**src/rtl/ibr_pkg.sv**
```systemverilog
// Shared constants for the indirect register access bridge.
// Assumes a byte-wide host bus and a 6-bit target address space.
package ibr_pkg;
    localparam int DATA_W      = 8;
    localparam int ADDR_W      = 6;
    localparam int BUSY_BIT    = 7;
    localparam int AUTO_BIT    = 6;
    localparam logic SEL_CTL   = 1'b0;
    localparam logic SEL_DATA  = 1'b1;
    // One bit per low target address: 1 = mapped byte register.
    localparam logic [15:0] REG_MAP = 16'hFAD7;
    // Address bits 5:2 that select the FIFO window.
    localparam logic [3:0] FIFO_WIN = 4'b1000;
    localparam int N_FIFO      = 4;
endpackage

```
**src/rtl/ibr_test_fifo.sv**
```systemverilog
// Small byte FIFO used as a target test model.
// Push while full is dropped; head reads 0 when empty.
// Assumes push and pop never arrive in the same cycle.
module ibr_test_fifo #(
    parameter int DW    = 8,
    parameter int DEPTH = 4
) (
    input  logic          clk,
    input  logic          rst_n,
    input  logic          push,
    input  logic          pop,
    input  logic [DW-1:0] din,
    output logic [DW-1:0] head
);
    localparam int PW = (DEPTH > 1) ? $clog2(DEPTH) : 1;
    localparam int CW = $clog2(DEPTH + 1);

    logic [DW-1:0] mem [DEPTH];
    logic [PW-1:0] wp_q, rp_q;
    logic [CW-1:0] cnt_q;

    wire do_push = push && (cnt_q != CW'(DEPTH));
    wire do_pop  = pop && (cnt_q != '0);

    // Store pushed byte at write pointer.
    always_ff @(posedge clk) begin
        if (do_push) mem[wp_q] <= din;
    end

    // Advance pointers and occupancy.
    always_ff @(posedge clk) begin
        if (!rst_n) begin
            wp_q  <= '0;
            rp_q  <= '0;
            cnt_q <= '0;
        end else begin
            if (do_push) wp_q <= (wp_q == PW'(DEPTH - 1)) ? '0 : wp_q + 1'b1;
            if (do_pop)  rp_q <= (rp_q == PW'(DEPTH - 1)) ? '0 : rp_q + 1'b1;
            cnt_q <= cnt_q + CW'(do_push) - CW'(do_pop);
        end
    end

    assign head = (cnt_q == '0) ? '0 : mem[rp_q];

    AST_FIFO_NO_OVERFLOW: assert property (@(posedge clk) disable iff (!rst_n)
        cnt_q <= CW'(DEPTH));
    AST_FIFO_FULL_HOLDS: assert property (@(posedge clk) disable iff (!rst_n)
        (push && cnt_q == CW'(DEPTH)) |=> (cnt_q == CW'(DEPTH)));
endmodule

```
**src/rtl/ibr_target_regs.sv**
```systemverilog
// Target side: accepts one-cycle requests, waits ACC_LAT cycles, then
// performs the access and pulses ack with read data for one cycle.
// Holds mapped byte registers and the FIFO window test model.
// Assumes no new request arrives while one is pending.
module ibr_target_regs
    import ibr_pkg::*;
#(
    parameter int ACC_LAT    = 3,
    parameter int FIFO_DEPTH = 4
) (
    input  logic              clk,
    input  logic              rst_n,
    input  logic              req,
    input  logic [ADDR_W-1:0] req_addr,
    input  logic              req_we,
    input  logic [DATA_W-1:0] req_wdata,
    output logic              ack,
    output logic [DATA_W-1:0] ack_rdata
);
    localparam int LW = (ACC_LAT > 1) ? $clog2(ACC_LAT + 1) : 1;

    logic              pend_q;
    logic [LW-1:0]     cnt_q;
    logic [ADDR_W-1:0] addr_q;
    logic              we_q;
    logic [DATA_W-1:0] wdata_q;
    logic [DATA_W-1:0] rd_val;
    logic [DATA_W-1:0] reg_rd   [16];
    logic [DATA_W-1:0] fifo_hd  [N_FIFO];

    wire fire   = pend_q && (cnt_q == '0);
    wire in_reg = (addr_q[5:4] == 2'b00);
    wire in_win = (addr_q[5:2] == FIFO_WIN);

    // Latch the request and count down the access latency.
    always_ff @(posedge clk) begin
        if (!rst_n) begin
            pend_q  <= 1'b0;
            cnt_q   <= '0;
            addr_q  <= '0;
            we_q    <= 1'b0;
            wdata_q <= '0;
        end else if (req) begin
            pend_q  <= 1'b1;
            cnt_q   <= LW'(ACC_LAT - 1);
            addr_q  <= req_addr;
            we_q    <= req_we;
            wdata_q <= req_wdata;
        end else if (fire) begin
            pend_q  <= 1'b0;
        end else if (pend_q) begin
            cnt_q   <= cnt_q - 1'b1;
        end
    end

    // One storage byte per mapped address; unmapped slots read zero.
    for (genvar i = 0; i < 16; i++) begin : g_reg
        if (REG_MAP[i]) begin : g_map
            logic [DATA_W-1:0] val_q;
            // Capture a write that targets this slot.
            always_ff @(posedge clk) begin
                if (!rst_n) val_q <= '0;
                else if (fire && we_q && in_reg && addr_q[3:0] == 4'(i))
                    val_q <= wdata_q;
            end
            assign reg_rd[i] = val_q;
        end else begin : g_hole
            assign reg_rd[i] = '0;
        end
    end

    // One test FIFO per window address.
    for (genvar f = 0; f < N_FIFO; f++) begin : g_fifo
        wire sel_f = fire && in_win && (addr_q[1:0] == 2'(f));
        ibr_test_fifo #(.DW(DATA_W), .DEPTH(FIFO_DEPTH)) u_fifo (
            .clk   (clk),
            .rst_n (rst_n),
            .push  (sel_f && we_q),
            .pop   (sel_f && !we_q),
            .din   (wdata_q),
            .head  (fifo_hd[f])
        );
    end

    // Select read data by address region.
    always_comb begin
        rd_val = '0;
        if (in_reg)      rd_val = reg_rd[addr_q[3:0]];
        else if (in_win) rd_val = fifo_hd[addr_q[1:0]];
    end

    // Register acknowledge and read data.
    always_ff @(posedge clk) begin
        if (!rst_n) begin
            ack       <= 1'b0;
            ack_rdata <= '0;
        end else begin
            ack <= fire;
            if (fire && !we_q) ack_rdata <= rd_val;
        end
    end

    AST_REQ_ONLY_IDLE: assert property (@(posedge clk) disable iff (!rst_n)
        req |-> !pend_q);
    AST_ACK_SINGLE: assert property (@(posedge clk) disable iff (!rst_n)
        ack |=> !ack);
endmodule

```
**src/rtl/ibr_host_regs.sv**
```systemverilog
// Host-facing control and data registers plus transfer sequencing.
// Launches target writes on data writes and target reads on BUSY set
// or on an auto-read data read; drops host writes while busy.
// Assumes host_wr and host_rd are one-cycle strobes; write wins a tie.
module ibr_host_regs
    import ibr_pkg::*;
(
    input  logic              clk,
    input  logic              rst_n,
    input  logic              host_wr,
    input  logic              host_rd,
    input  logic              host_sel,
    input  logic [DATA_W-1:0] host_wdata,
    output logic [DATA_W-1:0] host_rdata,
    output logic              tgt_req,
    output logic [ADDR_W-1:0] tgt_addr,
    output logic              tgt_we,
    output logic [DATA_W-1:0] tgt_wdata,
    input  logic              tgt_ack,
    input  logic [DATA_W-1:0] tgt_rdata
);
    logic              busy_q, auto_q, op_we_q;
    logic [ADDR_W-1:0] addr_q;
    logic [DATA_W-1:0] data_q;

    wire idle       = !busy_q;
    wire wr_ctl     = host_wr && host_sel == SEL_CTL && idle;
    wire wr_dat     = host_wr && host_sel == SEL_DATA && idle;
    wire rd_auto    = host_rd && !host_wr && host_sel == SEL_DATA && idle && auto_q;
    wire launch_rd  = (wr_ctl && host_wdata[BUSY_BIT]) || rd_auto;
    wire launch     = launch_rd || wr_dat;

    // Update host registers, BUSY and the request pulse.
    always_ff @(posedge clk) begin
        if (!rst_n) begin
            busy_q  <= 1'b0;
            auto_q  <= 1'b0;
            op_we_q <= 1'b0;
            addr_q  <= '0;
            data_q  <= '0;
            tgt_req <= 1'b0;
        end else begin
            tgt_req <= launch;
            if (wr_ctl) begin
                addr_q <= host_wdata[ADDR_W-1:0];
                auto_q <= host_wdata[AUTO_BIT];
            end
            if (wr_dat) data_q <= host_wdata;
            if (launch) begin
                busy_q  <= 1'b1;
                op_we_q <= wr_dat;
            end else if (tgt_ack) begin
                busy_q  <= 1'b0;
                if (!op_we_q) data_q <= tgt_rdata;
            end
        end
    end

    assign tgt_addr  = addr_q;
    assign tgt_we    = op_we_q;
    assign tgt_wdata = data_q;

    // Return the selected host register.
    always_comb begin
        if (host_sel == SEL_CTL) host_rdata = {busy_q, auto_q, addr_q};
        else                     host_rdata = data_q;
    end

    AST_NO_SECOND_REQ: assert property (@(posedge clk) disable iff (!rst_n)
        (busy_q && !tgt_ack) |=> !tgt_req);
    AST_DATA_HELD_BUSY: assert property (@(posedge clk) disable iff (!rst_n)
        (busy_q && !tgt_ack) |=> $stable(data_q));
    AST_ACK_ONLY_BUSY: assert property (@(posedge clk) disable iff (!rst_n)
        tgt_ack |-> busy_q);
    AST_ACK_FREES_BUSY: assert property (@(posedge clk) disable iff (!rst_n)
        tgt_ack |=> !busy_q);
    AST_REQ_MARKS_BUSY: assert property (@(posedge clk) disable iff (!rst_n)
        tgt_req |-> busy_q);
endmodule

```
**src/rtl/ibr_bridge.sv**
```systemverilog
// Top of the indirect register access bridge: host register front end
// joined to the latency-modelled target register bank.
module ibr_bridge
    import ibr_pkg::*;
#(
    parameter int ACC_LAT    = 3,
    parameter int FIFO_DEPTH = 4
) (
    input  logic       clk,
    input  logic       rst_n,
    input  logic       host_wr,
    input  logic       host_rd,
    input  logic       host_sel,
    input  logic [7:0] host_wdata,
    output logic [7:0] host_rdata
);
    logic              t_req, t_we, t_ack;
    logic [ADDR_W-1:0] t_addr;
    logic [DATA_W-1:0] t_wdata, t_rdata;

    ibr_host_regs u_host (
        .clk        (clk),
        .rst_n      (rst_n),
        .host_wr    (host_wr),
        .host_rd    (host_rd),
        .host_sel   (host_sel),
        .host_wdata (host_wdata),
        .host_rdata (host_rdata),
        .tgt_req    (t_req),
        .tgt_addr   (t_addr),
        .tgt_we     (t_we),
        .tgt_wdata  (t_wdata),
        .tgt_ack    (t_ack),
        .tgt_rdata  (t_rdata)
    );

    ibr_target_regs #(.ACC_LAT(ACC_LAT), .FIFO_DEPTH(FIFO_DEPTH)) u_tgt (
        .clk       (clk),
        .rst_n     (rst_n),
        .req       (t_req),
        .req_addr  (t_addr),
        .req_we    (t_we),
        .req_wdata (t_wdata),
        .ack       (t_ack),
        .ack_rdata (t_rdata)
    );
endmodule

```
**config.mk**
```make
export PLATFORM = sky130hd
export DESIGN_NAME = ibr_bridge
export DESIGN_NICKNAME = d
export VERILOG_FILES = /design/src/rtl/ibr_pkg.sv /design/src/rtl/ibr_test_fifo.sv /design/src/rtl/ibr_target_regs.sv /design/src/rtl/ibr_host_regs.sv /design/src/rtl/ibr_bridge.sv
export SDC_FILE = /design/constraint.sdc
export NUM_CORES = 1
export LEC_CHECK = 0
export BUFFER_PORTS_ARGS = -buffer_cell sky130_fd_sc_hd__buf_2
export CORE_MARGIN = 3
export CORE_UTILIZATION = 25
export DETAILED_ROUTE_END_ITERATION = 8
export PLACE_DENSITY = 0.46
export SETUP_SLACK_MARGIN = 0.3
export SLEW_MARGIN = 40
export SYNTH_ARGS = -nofsm -noshare
export SYNTH_HDL_FRONTEND = slang
export SYNTH_SLANG_ARGS = --single-unit
```
**constraint.sdc**
```tcl
create_clock -name clk -period 4.87 [get_ports clk]
set_input_delay 0.2435 -clock clk [delete_from_list [all_inputs] [get_ports clk]]
set_output_delay 0.2435 -clock clk [all_outputs]
set_load 0.05 [all_outputs]
```
== After elaboration in Yosys (flattened, before gate mapping) ==
Memory sizes are Yosys's and may differ from the RTL's. A register that Yosys moved wholly into a read port is not among the register bits.
Cells that the tools add are included.

* Flip-flop bits (word level): 169
* Memory bits (writable): 128
* Input port bits: 13
* Word-level logic and storage cells: 211
* Memories kept: 4

{| class="wikitable"
|+ Memories
! memory !! depth !! bits a word !! read ports !! clocked after Yosys merged registers in !! wr ports !! line !! RTL
|-
| u_tgt.g_fifo[0].u_fifo.mem || 4 || 8 || 1 || 1 || 1 || ibr_test_fifo.sv:18 || <nowiki>logic [DW-1:0] mem [DEPTH];</nowiki>
|-
| u_tgt.g_fifo[1].u_fifo.mem || 4 || 8 || 1 || 1 || 1 || ibr_test_fifo.sv:18 ||
|-
| u_tgt.g_fifo[2].u_fifo.mem || 4 || 8 || 1 || 1 || 1 || ibr_test_fifo.sv:18 ||
|-
| u_tgt.g_fifo[3].u_fifo.mem || 4 || 8 || 1 || 1 || 1 || ibr_test_fifo.sv:18 ||
|}

* Add/subtract/negate cells: 17
* $lt $le $gt $ge: 2
* Eq/ne operators: 28
* Multiplexer cells: 48
* Bitwise gates (word level): 5
* Reduce and logical (&&, ||, !) cells: 69

{| class="wikitable"
|+ Operators with widths
! cell !! number
|-
| 8-bit 2-to-1 mux || 15
|-
| 1-bit logical AND || 46
|-
| 2-bit 2-to-1 mux || 19
|-
| 8-bit binary-select mux with 4-bit select || 1
|-
| 4-bit == test, second input constant || 7
|-
| 2-bit == test, second input constant || 10
|-
| 2-bit by 1-bit adder with 2-bit output, second input constant || 8
|-
| 8-bit binary-select mux with 2-bit select || 1
|-
| 3-bit by 1-bit adder with 3-bit output || 4
|-
| 4-bit by 3-bit == test with 1-bit output, second input constant || 3
|-
| 3-bit zero test || 4
|-
| 1-bit 2-to-1 mux || 12
|-
| 3-bit != test, second input constant || 4
|-
| 3-bit nonzero test || 4
|-
| 3-bit by 1-bit subtractor with 3-bit output || 4
|-
| 2-bit zero test || 3
|-
| 2-bit nonzero test || 3
|-
| 5-bit >= comparator, second input constant || 1
|-
| 4-bit inverter with 5-bit output || 1
|-
| 4-bit by 1-bit == test with 1-bit output, second input constant || 1
|-
| 4-bit by 2-bit == test with 1-bit output, second input constant || 1
|-
| 4-bit zero test || 1
|-
| 2-bit AND reduction || 2
|-
| 3-bit >= comparator, second input constant || 1
|-
| other kinds (8) || 13
|}

== Longest topological paths before layout ==
Gate-level depths: netlist of run 1.

* Depth after elaboration: 8
* Gate-level depth with buffers: 15

== By module ==
From an unflattened synthesis of run 1, not the netlist that was laid out.

* Cells, all modules: 1081
* Area total of the unflattened synthesis: 13521.7 µm²

{| class="wikitable"
|+ By module, submodules not included
! module !! instances !! cells each !! area each (µm²) !! seq. area each (µm²)
|-
| ibr_target_regs || 1 || 587 || 5795.6 || 2462.4
|-
| ibr_test_fifo at u_tgt.g_fifo[0].u_fifo ... || 3 || 101 || 1707.9 || 1141.1
|-
| ibr_test_fifo at u_tgt.g_fifo[3].u_fifo || 1 || 101 || 1680.4 || 1141.1
|-
| ibr_host_regs || 1 || 90 || 922.1 || 360.3
|}

== Worst setup path after synthesis of run 1 ==
OpenSTA, ideal clock, no wires.

* Path type: flip-flop to flip-flop
* Start point: register u_tgt.addr_q[3]
* End point: register u_tgt.g_fifo[1].u_fifo.cnt_q[2]
* Library setup time: 0.115 ns
* Arrival: 2.797 ns
* Slack: 1.958 ns
* Stages on the path, launching flop included: 14
* Path buffers: 1
* Clock period less this slack: 2.912 ns
* Cell sequence: dfxtp_1 -> buf_2 -> nor4b_4 -> nand4_4 -> a211oi_4 -> inv_1 -> ha_1 -> inv_1 -> ha_1 -> inv_1 -> fa_1 -> xnor2_1 -> xnor2_1 -> and2_1

* Cells in the longest elaborated chain, start to end: 7

{| class="wikitable"
|+ RTL lines
! element !! line !! RTL
|-
| start, declared || ibr_target_regs.sv:24 || <nowiki>logic [ADDR_W-1:0] addr_q;</nowiki>
|-
| start signal, assigned || ibr_target_regs.sv:46 || <nowiki>addr_q <= req_addr;</nowiki>
|-
| 4-bit == test * || ibr_target_regs.sv:33 || <nowiki>wire in_win = (addr_q[5:2] == FIFO_WIN);</nowiki>
|-
| 1-bit logical AND * (2 in series) || ibr_target_regs.sv:74 || <nowiki>wire sel_f = fire && in_win && (addr_q[1:0] == 2'(f));</nowiki>
|-
| 1-bit logical AND || ibr_target_regs.sv:78 || <nowiki>.push (sel_f && we_q),</nowiki>
|-
| 1-bit logical AND || ibr_test_fifo.sv:22 || <nowiki>wire do_push = push && (cnt_q != CW'(DEPTH));</nowiki>
|-
| 3-bit by 1-bit adder with 3-bit output || ibr_test_fifo.sv:39 || <nowiki>cnt_q <= cnt_q + CW'(do_push) - CW'(do_pop);</nowiki>
|-
| 3-bit by 1-bit subtractor with 3-bit output * || ibr_test_fifo.sv:39 ||
|-
| end signal, assigned || ibr_test_fifo.sv:39 ||
|-
| end, declared || ibr_test_fifo.sv:20 || <nowiki>logic [CW-1:0] cnt_q;</nowiki>
|}

Every way passes the cells marked *; elsewhere a longest branch is shown, timed or not.
A chain may end at the register's enable or synchronous reset.

== Final worst setup path of run 1 ==
Ends and elaborated chain as after synthesis.

==> results of run 1 <==
## final cells by class
| cell class | count | area (sq um) | share of cell area [%] |
|---|---|---|---|
| Multi-Input combinational cell | 701 | 5604 | 36.07 |
| Inverter | 24 | 90.09 | 0.5799 |
| Sequential cell | 305 | 7397 | 47.62 |
| Tap cell | 688 | 860.8 | 5.541 |
| Clock inverter | 22 | 311.5 | 2.005 |
| Clock buffer | 43 | 988.4 | 6.363 |
| Timing Repair Buffer | 39 | 282.8 | 1.820 |
## sequential cells by signal, indices dropped and copies added (netlist names), named ones only
signal / count
u_host.auto_q: 1
u_host.busy_q: 1
u_host.tgt_addr: 6
u_host.tgt_req: 1
u_host.tgt_wdata: 8
u_host.tgt_we: 1
u_tgt.ack: 1
u_tgt.ack_rdata: 8
u_tgt.addr_q: 6
u_tgt.cnt_q: 2
u_tgt.g.g_map.val_q: 96
u_tgt.g_fifo.u_fifo.cnt_q: 12
u_tgt.g_fifo.u_fifo.mem: 128
u_tgt.g_fifo.u_fifo.rp_q: 8
u_tgt.g_fifo.u_fifo.wp_q: 8
u_tgt.pend_q: 1
u_tgt.wdata_q: 8
u_tgt.we_q: 1
## power breakdown
group / switching (mW) / internal, mW / total (mW) / leakage [nW]
Combinational: 0.0924 / 0.0650 / 0.157 / 1.85
Sequential: 0.0264 / 2.66 / 2.69 / 2.62
Clock: 1.10 / 1.83 / 2.93 / 0.629
Total: 1.22 / 4.56 / 5.78 / 5.10
## through the flow
| stage | area (sq um) | util, % |
|---|---|---|
| after floorplan | 13360 | - |
| after global placement | 14130 | 26.78 |
| after detailed placement | 14130 | 26.79 |
| after CTS | 15500 | 29.38 |
| after global routing | 15530 | 29.44 |
| final | 15530 | 29.44 |
## layout by cell type (no fill, tap or decap), types with 12 or more instances in the layout
cell / netlist / final
a21boi_1: 20 / 20
a21oi_1: 22 / 22
inv_1: 24 / 24
buf_2: 15 / 19
nand2_1: 130 / 130
nand3_1: 22 / 22
o21ai_0: 21 / 21
mux2i_1: 108 / 108
dfxtp_1: 177 / 171
and2_1: 29 / 29
buf_4: 1 / 12
mux4_2: 40 / 40
nor2_1: 26 / 25
a21boi_0: 35 / 35
ha_1: 28 / 28
clkbuf_16: 0 / 37
nor2b_1: 94 / 94
mux2_2: 14 / 14
edfxtp_1: 128 / 128
## worst paths after layout
kind / start / endpoint / slack (ps) / cells past startpoint
worst max-delay path: u_tgt.addr_q[3] / u_tgt.g_fifo[1].u_fifo.cnt_q[2] / 1540 / 13
worst min-delay path: host_wdata[7] / u_host.tgt_wdata[7] / 80 / 4
worst max register to register: u_tgt.addr_q[3] / u_tgt.g_fifo[1].u_fifo.cnt_q[2] / 1540 / 13
worst min register to register: u_tgt.g_reg[7].g_map.val_q[0] / u_tgt.g_reg[7].g_map.val_q[0] / 450 / 2
## repair_timing
| item | 4_1_cts | 5_1_grt |
|---|---|---|
| hold endpoints to repair | 7 | 0 |
| resized for setup | 0 | 0 |
| setup buffers | 0 | 0 |
| hold buffers | 7 | 0 |
## routing by layer
metal | share of wire, % | global-route usage, %
met5 | 0 | 0
met4 | 2.6 | 3.724
met3 | 3.7 | 2.634
met2 | 45 | 18.88
met1 | 49 | 17.24
## tightest hold or removal path: stages
cell and delay (ps):
buf_2 90, mux2i_1 70, nand2_1 60, o211a_1 130
## logic make-up after synthesis
| group | share of synthesized area [%] |
|---|---|
| AND/OR/NAND/NOR | 13.88 |
| flip-flops | 55.28 |
| multiplexers | 16.01 |
| AO/OA/AOI/OAI | 8.183 |
| buffers and inverters | 2.837 |
| adder cells (fa/ha/maj) | 3.221 |
| XOR/XNOR | 0.5899 |
## synthesized netlist by cell type, types with 4 or more instances
cell,count
o22ai_1,5
edfxtp_1,128
o211ai_1,10
a21boi_0,35
or3_1,6
xnor2_1,8
and3_1,4
o211a_1,8
dfxtp_1,177
nor2_1,26
buf_2,15
inv_1,24
buf_1,6
nor2_2,5
and2_1,29
nand2_1,130
nand2b_1,9
mux2_2,14
o21ai_0,21
mux2i_1,108
a31oi_1,4
a211oi_4,4
a21oi_1,22
a21boi_1,20
clkbuf_1,49
fa_1,4
ha_1,28
nand3_1,22
nor2b_1,94
mux4_2,40
==> metrics.txt, run 1 <==
vias in the first global route 8212; layout cells sized above 1 15.43%; Seq cells post-synth 305; slowest cell delay on critical path 560 ps; final worst slack 1538 ps; delay-heaviest family, CP simple AND/OR/NAND/NOR gates; fillers 5360; Async S/R FF share, synth 0%; crit path buf inv count 4; Slew Viols, Final 0; Post-DRT Antenna Nets 0; TritonCTS Buffers 36; Initial Utilization 25.33%; EDFF count, synth 128; crit-path max FO 27; Clock Pin Slew Worst Setup and Hold Paths 60 ps; max_cap viols 0; Mapped Area 0.01336 sq mm; status complete, no violations; Die H 237.2 um; Final Instance Count excl. Fillers 1822; Skew-Pair Late Insertion Delay 550 ps; area fraction of the dominant cell type after synthesis 28.76%; ANT cells 0; Max VDD drop 0.2064 mV; sequential fraction of the synthesis area 55.28%; Final Cycle Share 68.43%; slowest CP cell nor4b_4; RSZ-0062 raised after global routing no; # IOs 21; total length of routed wires 34.26 mm; crit path DAT 3760 ps; die area 0.05627 sq mm; clock root cell clkbuf_16; Pleak 5.098 nW; PwrDens 372.1 mW/mm^2; post-synth net total 1146; antenna violations before repair 0; RePlAce Congestion 0.7559; # H-tree levels 2; DRT iter0 DRCs 464; Hold Violations, Final 0; Fmax achieved 0.3001 GHz; global-route wire length before repair 52.39 mm; DP HPWL 22.03 mm; number of port buffers 20; worst slew pin tran 859.1 ps; clock sinks 305; vias 8209; CP cell instances buf_4, nor4b_4, nand4_4, a211oi_4, inv_1, ha_1, inv_1, ha_1, inv_1, fa_1, xnor2_1, xnor2_1, and2_1; DP Worst Slack 1543 ps; cell taking the most area after synthesis edfxtp_1; Post-Place Cells 1749; overall power 5.781 mW; Die W 237.2 um; largest cells by area after synthesis edfxtp_1 (29%), dfxtp_1 (27%), mux2i_1 (8.1%); DRC errors left 0; critical path data required time 5300 ps; Synth Flop Type dfxtp_1; Crit Path Class flip-flop to flip-flop; cell row count 84; Finish-stage setup viols 0; routed len/inst 18.80 um; core box area 0.05276 sq mm; sum of negative setup slack 0 ps; Vias/cell 4.505; Total Routing Usage GR 12.23%; Worst setup EP type flip-flop; Longest Clk Path Bufs 3; Slew headroom 42.73%; Fin Hold WS 77.06 ps; TritonCTS clock tree yes; Final Skew 28.76 ps; Area growth syn-to-layout 16.24%; startpoint types flip-flop; largest net degree at the start of global routing 80; final-stage net count 1152; Mapped Avg Cell Area 12.14 sq um; Mapped Cells 1101; CP dominant cell by count inv_1; synth warn 0; worst hold path class primary input to flip-flop; grt ovf 0; Unique masters post-synth 60; DRT Pass-1 Iters 5; fin crit period 3332 ps
(Power assumes the default switching activity.)
==> run 2, diff against run 1 <==
--- a/config.mk
+++ b/config.mk
@@ -5,11 +5,12 @@
 export SDC_FILE = /design/constraint.sdc
 export NUM_CORES = 1
 export LEC_CHECK = 0
+export ABC_AREA = 1
 export BUFFER_PORTS_ARGS = -buffer_cell sky130_fd_sc_hd__buf_2
 export CORE_MARGIN = 3
 export CORE_UTILIZATION = 25
 export DETAILED_ROUTE_END_ITERATION = 8
-export PLACE_DENSITY = 0.46
+export PLACE_DENSITY = 0.47
 export SETUP_SLACK_MARGIN = 0.3
 export SLEW_MARGIN = 40
 export SYNTH_ARGS = -nofsm -noshare
==> constraint.sdc (replaced) <==
create_clock -name clk -period 2.85 [get_ports clk]
set_input_delay 0.1425 -clock clk [delete_from_list [all_inputs] [get_ports clk]]
set_output_delay 0.1425 -clock clk [all_outputs]
set_load 0.05 [all_outputs]
==> run 2 against run 1 <==
Non-clock buffer count grew 47. Critical path type unchanged. Final area grew 1.7%. Sequential share of layout area shrank 0.84 points. First-iteration DRC count grew 61%. Synthesized area is essentially flat. Sequential cell count is the same. Largest cell class unchanged. Worst setup slack lost 1200 ps.
==> metrics.txt, run 2 <==
status complete, no violations; reg2reg start u_tgt.cnt_q[0]; largest net degree at the start of global routing 107; Mapped Avg Cell Area 8.214 sq um; Crit Path Class flip-flop to flip-flop; Largest register FFs 128; TritonCTS Buffers 35; grt ovf 0; number of port buffers 20; Hold Violations, Final 0; startpoint types flip-flop; Unique masters post-synth 29; Mapped Cells 1628; DP HPWL 24.07 mm; Initial Utilization 25.35%; vias 10430; antenna violations before repair 1; clock root cell clkbuf_16; fin crit period 2494 ps; Reg with most FFs u_tgt.g_fifo.u_fifo.mem; max_cap viols 0; most common cell after layout, fill and taps aside nand2_1; CP cell instances inv_2, ha_4, nand2_4, nor2_4, nand2_4, nor2_4, inv_4, ha_1, inv_1, ha_2, inv_2, fa_2, xor2_1, buf_4, a21oi_2; die area 0.05630 sq mm; hold wc startpoint host_rd; Total Routing Usage GR 12.66%; global-route wire length before repair 56.57 mm; Final Instance Count excl. Fillers 2384; RePlAce Congestion 0.7910; Area growth syn-to-layout 18.15%; Seq cells post-synth 305; worst slew pin tran 899.8 ps; # IOs 21; Die W 237.3 um; slowest CP cell fa_2; sequential fraction of the synthesis area 55.24%; core box area 0.05276 sq mm; synth warn 0; Post-Place Cells 2306; crit-path max FO 3; Synth Flop Type dfxtp_1; clock sinks 305; Crit. Startpoint u_tgt.cnt_q[0]; Fmax achieved 0.4009 GHz; slowest cell delay on critical path 380 ps; # H-tree levels 2; final-stage net count 1716; list of most frequent post-synthesis cells nand2_1 (416), nor2_1 (209), dfxtp_1 (177); Slew Viols, Final 0; sum of negative setup slack 0 ps; TritonCTS clock tree yes; cell row count 84; Async S/R FF share, synth 0%; layout cells sized above 1 11.03%; top flop regs u_tgt.g_fifo.u_fifo.mem x128, u_tgt.g.g_map.val_q x96, u_tgt.g_fifo.u_fifo.cnt_q x12; Final Cycle Share 87.52%; worst hold path class primary input to flip-flop; critical path data required time 3250 ps; Slew headroom 39.93%; EDFF count, synth 128; Skew-Pair Late Insertion Delay 520 ps; vias in the first global route 9935; RSZ-0062 raised after global routing no; most frequent cells in the layout nand2_1 (412), nor2_1 (199), dfxtp_1 (174); area fraction of the dominant cell type after synthesis 28.74%; Fin Hold WS 38.21 ps; PwrDens 609.2 mW/mm^2; DRC errors left 0; DRT iter0 DRCs 747; routed len/inst 15.01 um; Clock Pin Slew Worst Setup and Hold Paths 60 ps; DRT Pass-1 Iters 5; total length of routed wires 35.79 mm; Max VDD drop 0.3899 mV; Pleak 6.210 nW; cell taking the most area after synthesis edfxtp_1; crit path DAT 2900 ps; ANT cells 0; largest cells by area after synthesis edfxtp_1 (29%), dfxtp_1 (26%), nand2_1 (12%); Post-DRT Antenna Nets 0; Worst setup EP type flip-flop; Final Skew 33.37 ps; Vias/cell 4.373; Die H 237.3 um; Finish-stage setup viols 0; most common cell in the synthesized netlist nand2_1; Longest Clk Path Bufs 3; post-synth net total 1673; Mapped Area 0.01337 sq mm
## run 2: what timing repair did
item | CTS | global route
hold buffers | 8 | 0
setup endpoints to repair | 6 | 5
setup buffers | 1 | 7
pin swaps | 1 | 11
hold endpoints to repair | 9 | 0
gates resized for setup | 14 | 33
## run 2: worst max-delay path: cells and delay by family, from the launching register on
kind,cells,cell delay (ps)
and+or+nand+nor,4,490
buffers and inverters,5,360
DFF,1,320
AOI/OAI and AO/OA,1,50
adders and majority gates,4,950
xor gates and xnor gates,1,190
## run 2: layer usage
layer / vias up / global-route usage (%) / wire length, um
met5: - / 0 / 9
met4: 2 / 3.429 / 732
met3: 52 / 2.007 / 1381
met2: 184 / 20.04 / 16040
met1: 4823 / 18.01 / 17630
li1: 5364 / - / -
## run 2: cell type report
cell class,count,area [sq um]
flip-flops and latches,305,7391
well taps,688,860.8
clock buffers,43,905.9
fillers,5646,36960
clock inverters,19,201.4
inverters,160,610.6
multi-input cells,1083,5184
repair buffers,86,646.9
## run 2: cells by family after synthesis
| logic type | Yosys count | synth area share (%) |
|---|---|---|
| simple gates | 796 | 24.69 |
| fa+ha+maj | 32 | 3.219 |
| xor+xnor | 4 | 0.2619 |
| buf+inv | 240 | 7.008 |
| compound gates | 251 | 9.581 |
| flops | 305 | 55.24 |
## run 2: through the flow
step                util (%)  area, sq um  setup WS, ps  power, mW
floorplan                  -        13370         344.8      5.057
global placement       27.30        14400         126.8      5.292
detailed placement     27.30        14400         80.42      5.296
CTS                    29.65        15640         292.9      9.751
global route           29.95        15800         246.8      9.990
finish                 29.95        15800         355.5      9.626
## run 2: power breakdown
group / switching (mW) / internal (mW)
logic: 0.388 / 0.149
registers: 0.0784 / 4.61
clock network: 1.78 / 2.63
total: 2.24 / 7.38
## run 2: path summary, 6_finish.rpt
check	end	slack [ps]	cells past startpoint
worst max register to register	u_tgt.g_fifo[1].u_fifo.cnt_q[2]	360	15
worst max-delay path	u_tgt.g_fifo[1].u_fifo.cnt_q[2]	360	15
worst min register to register	u_tgt.g_reg[13].g_map.val_q[3]	450	2
worst min-delay path	u_host.tgt_we	40	4
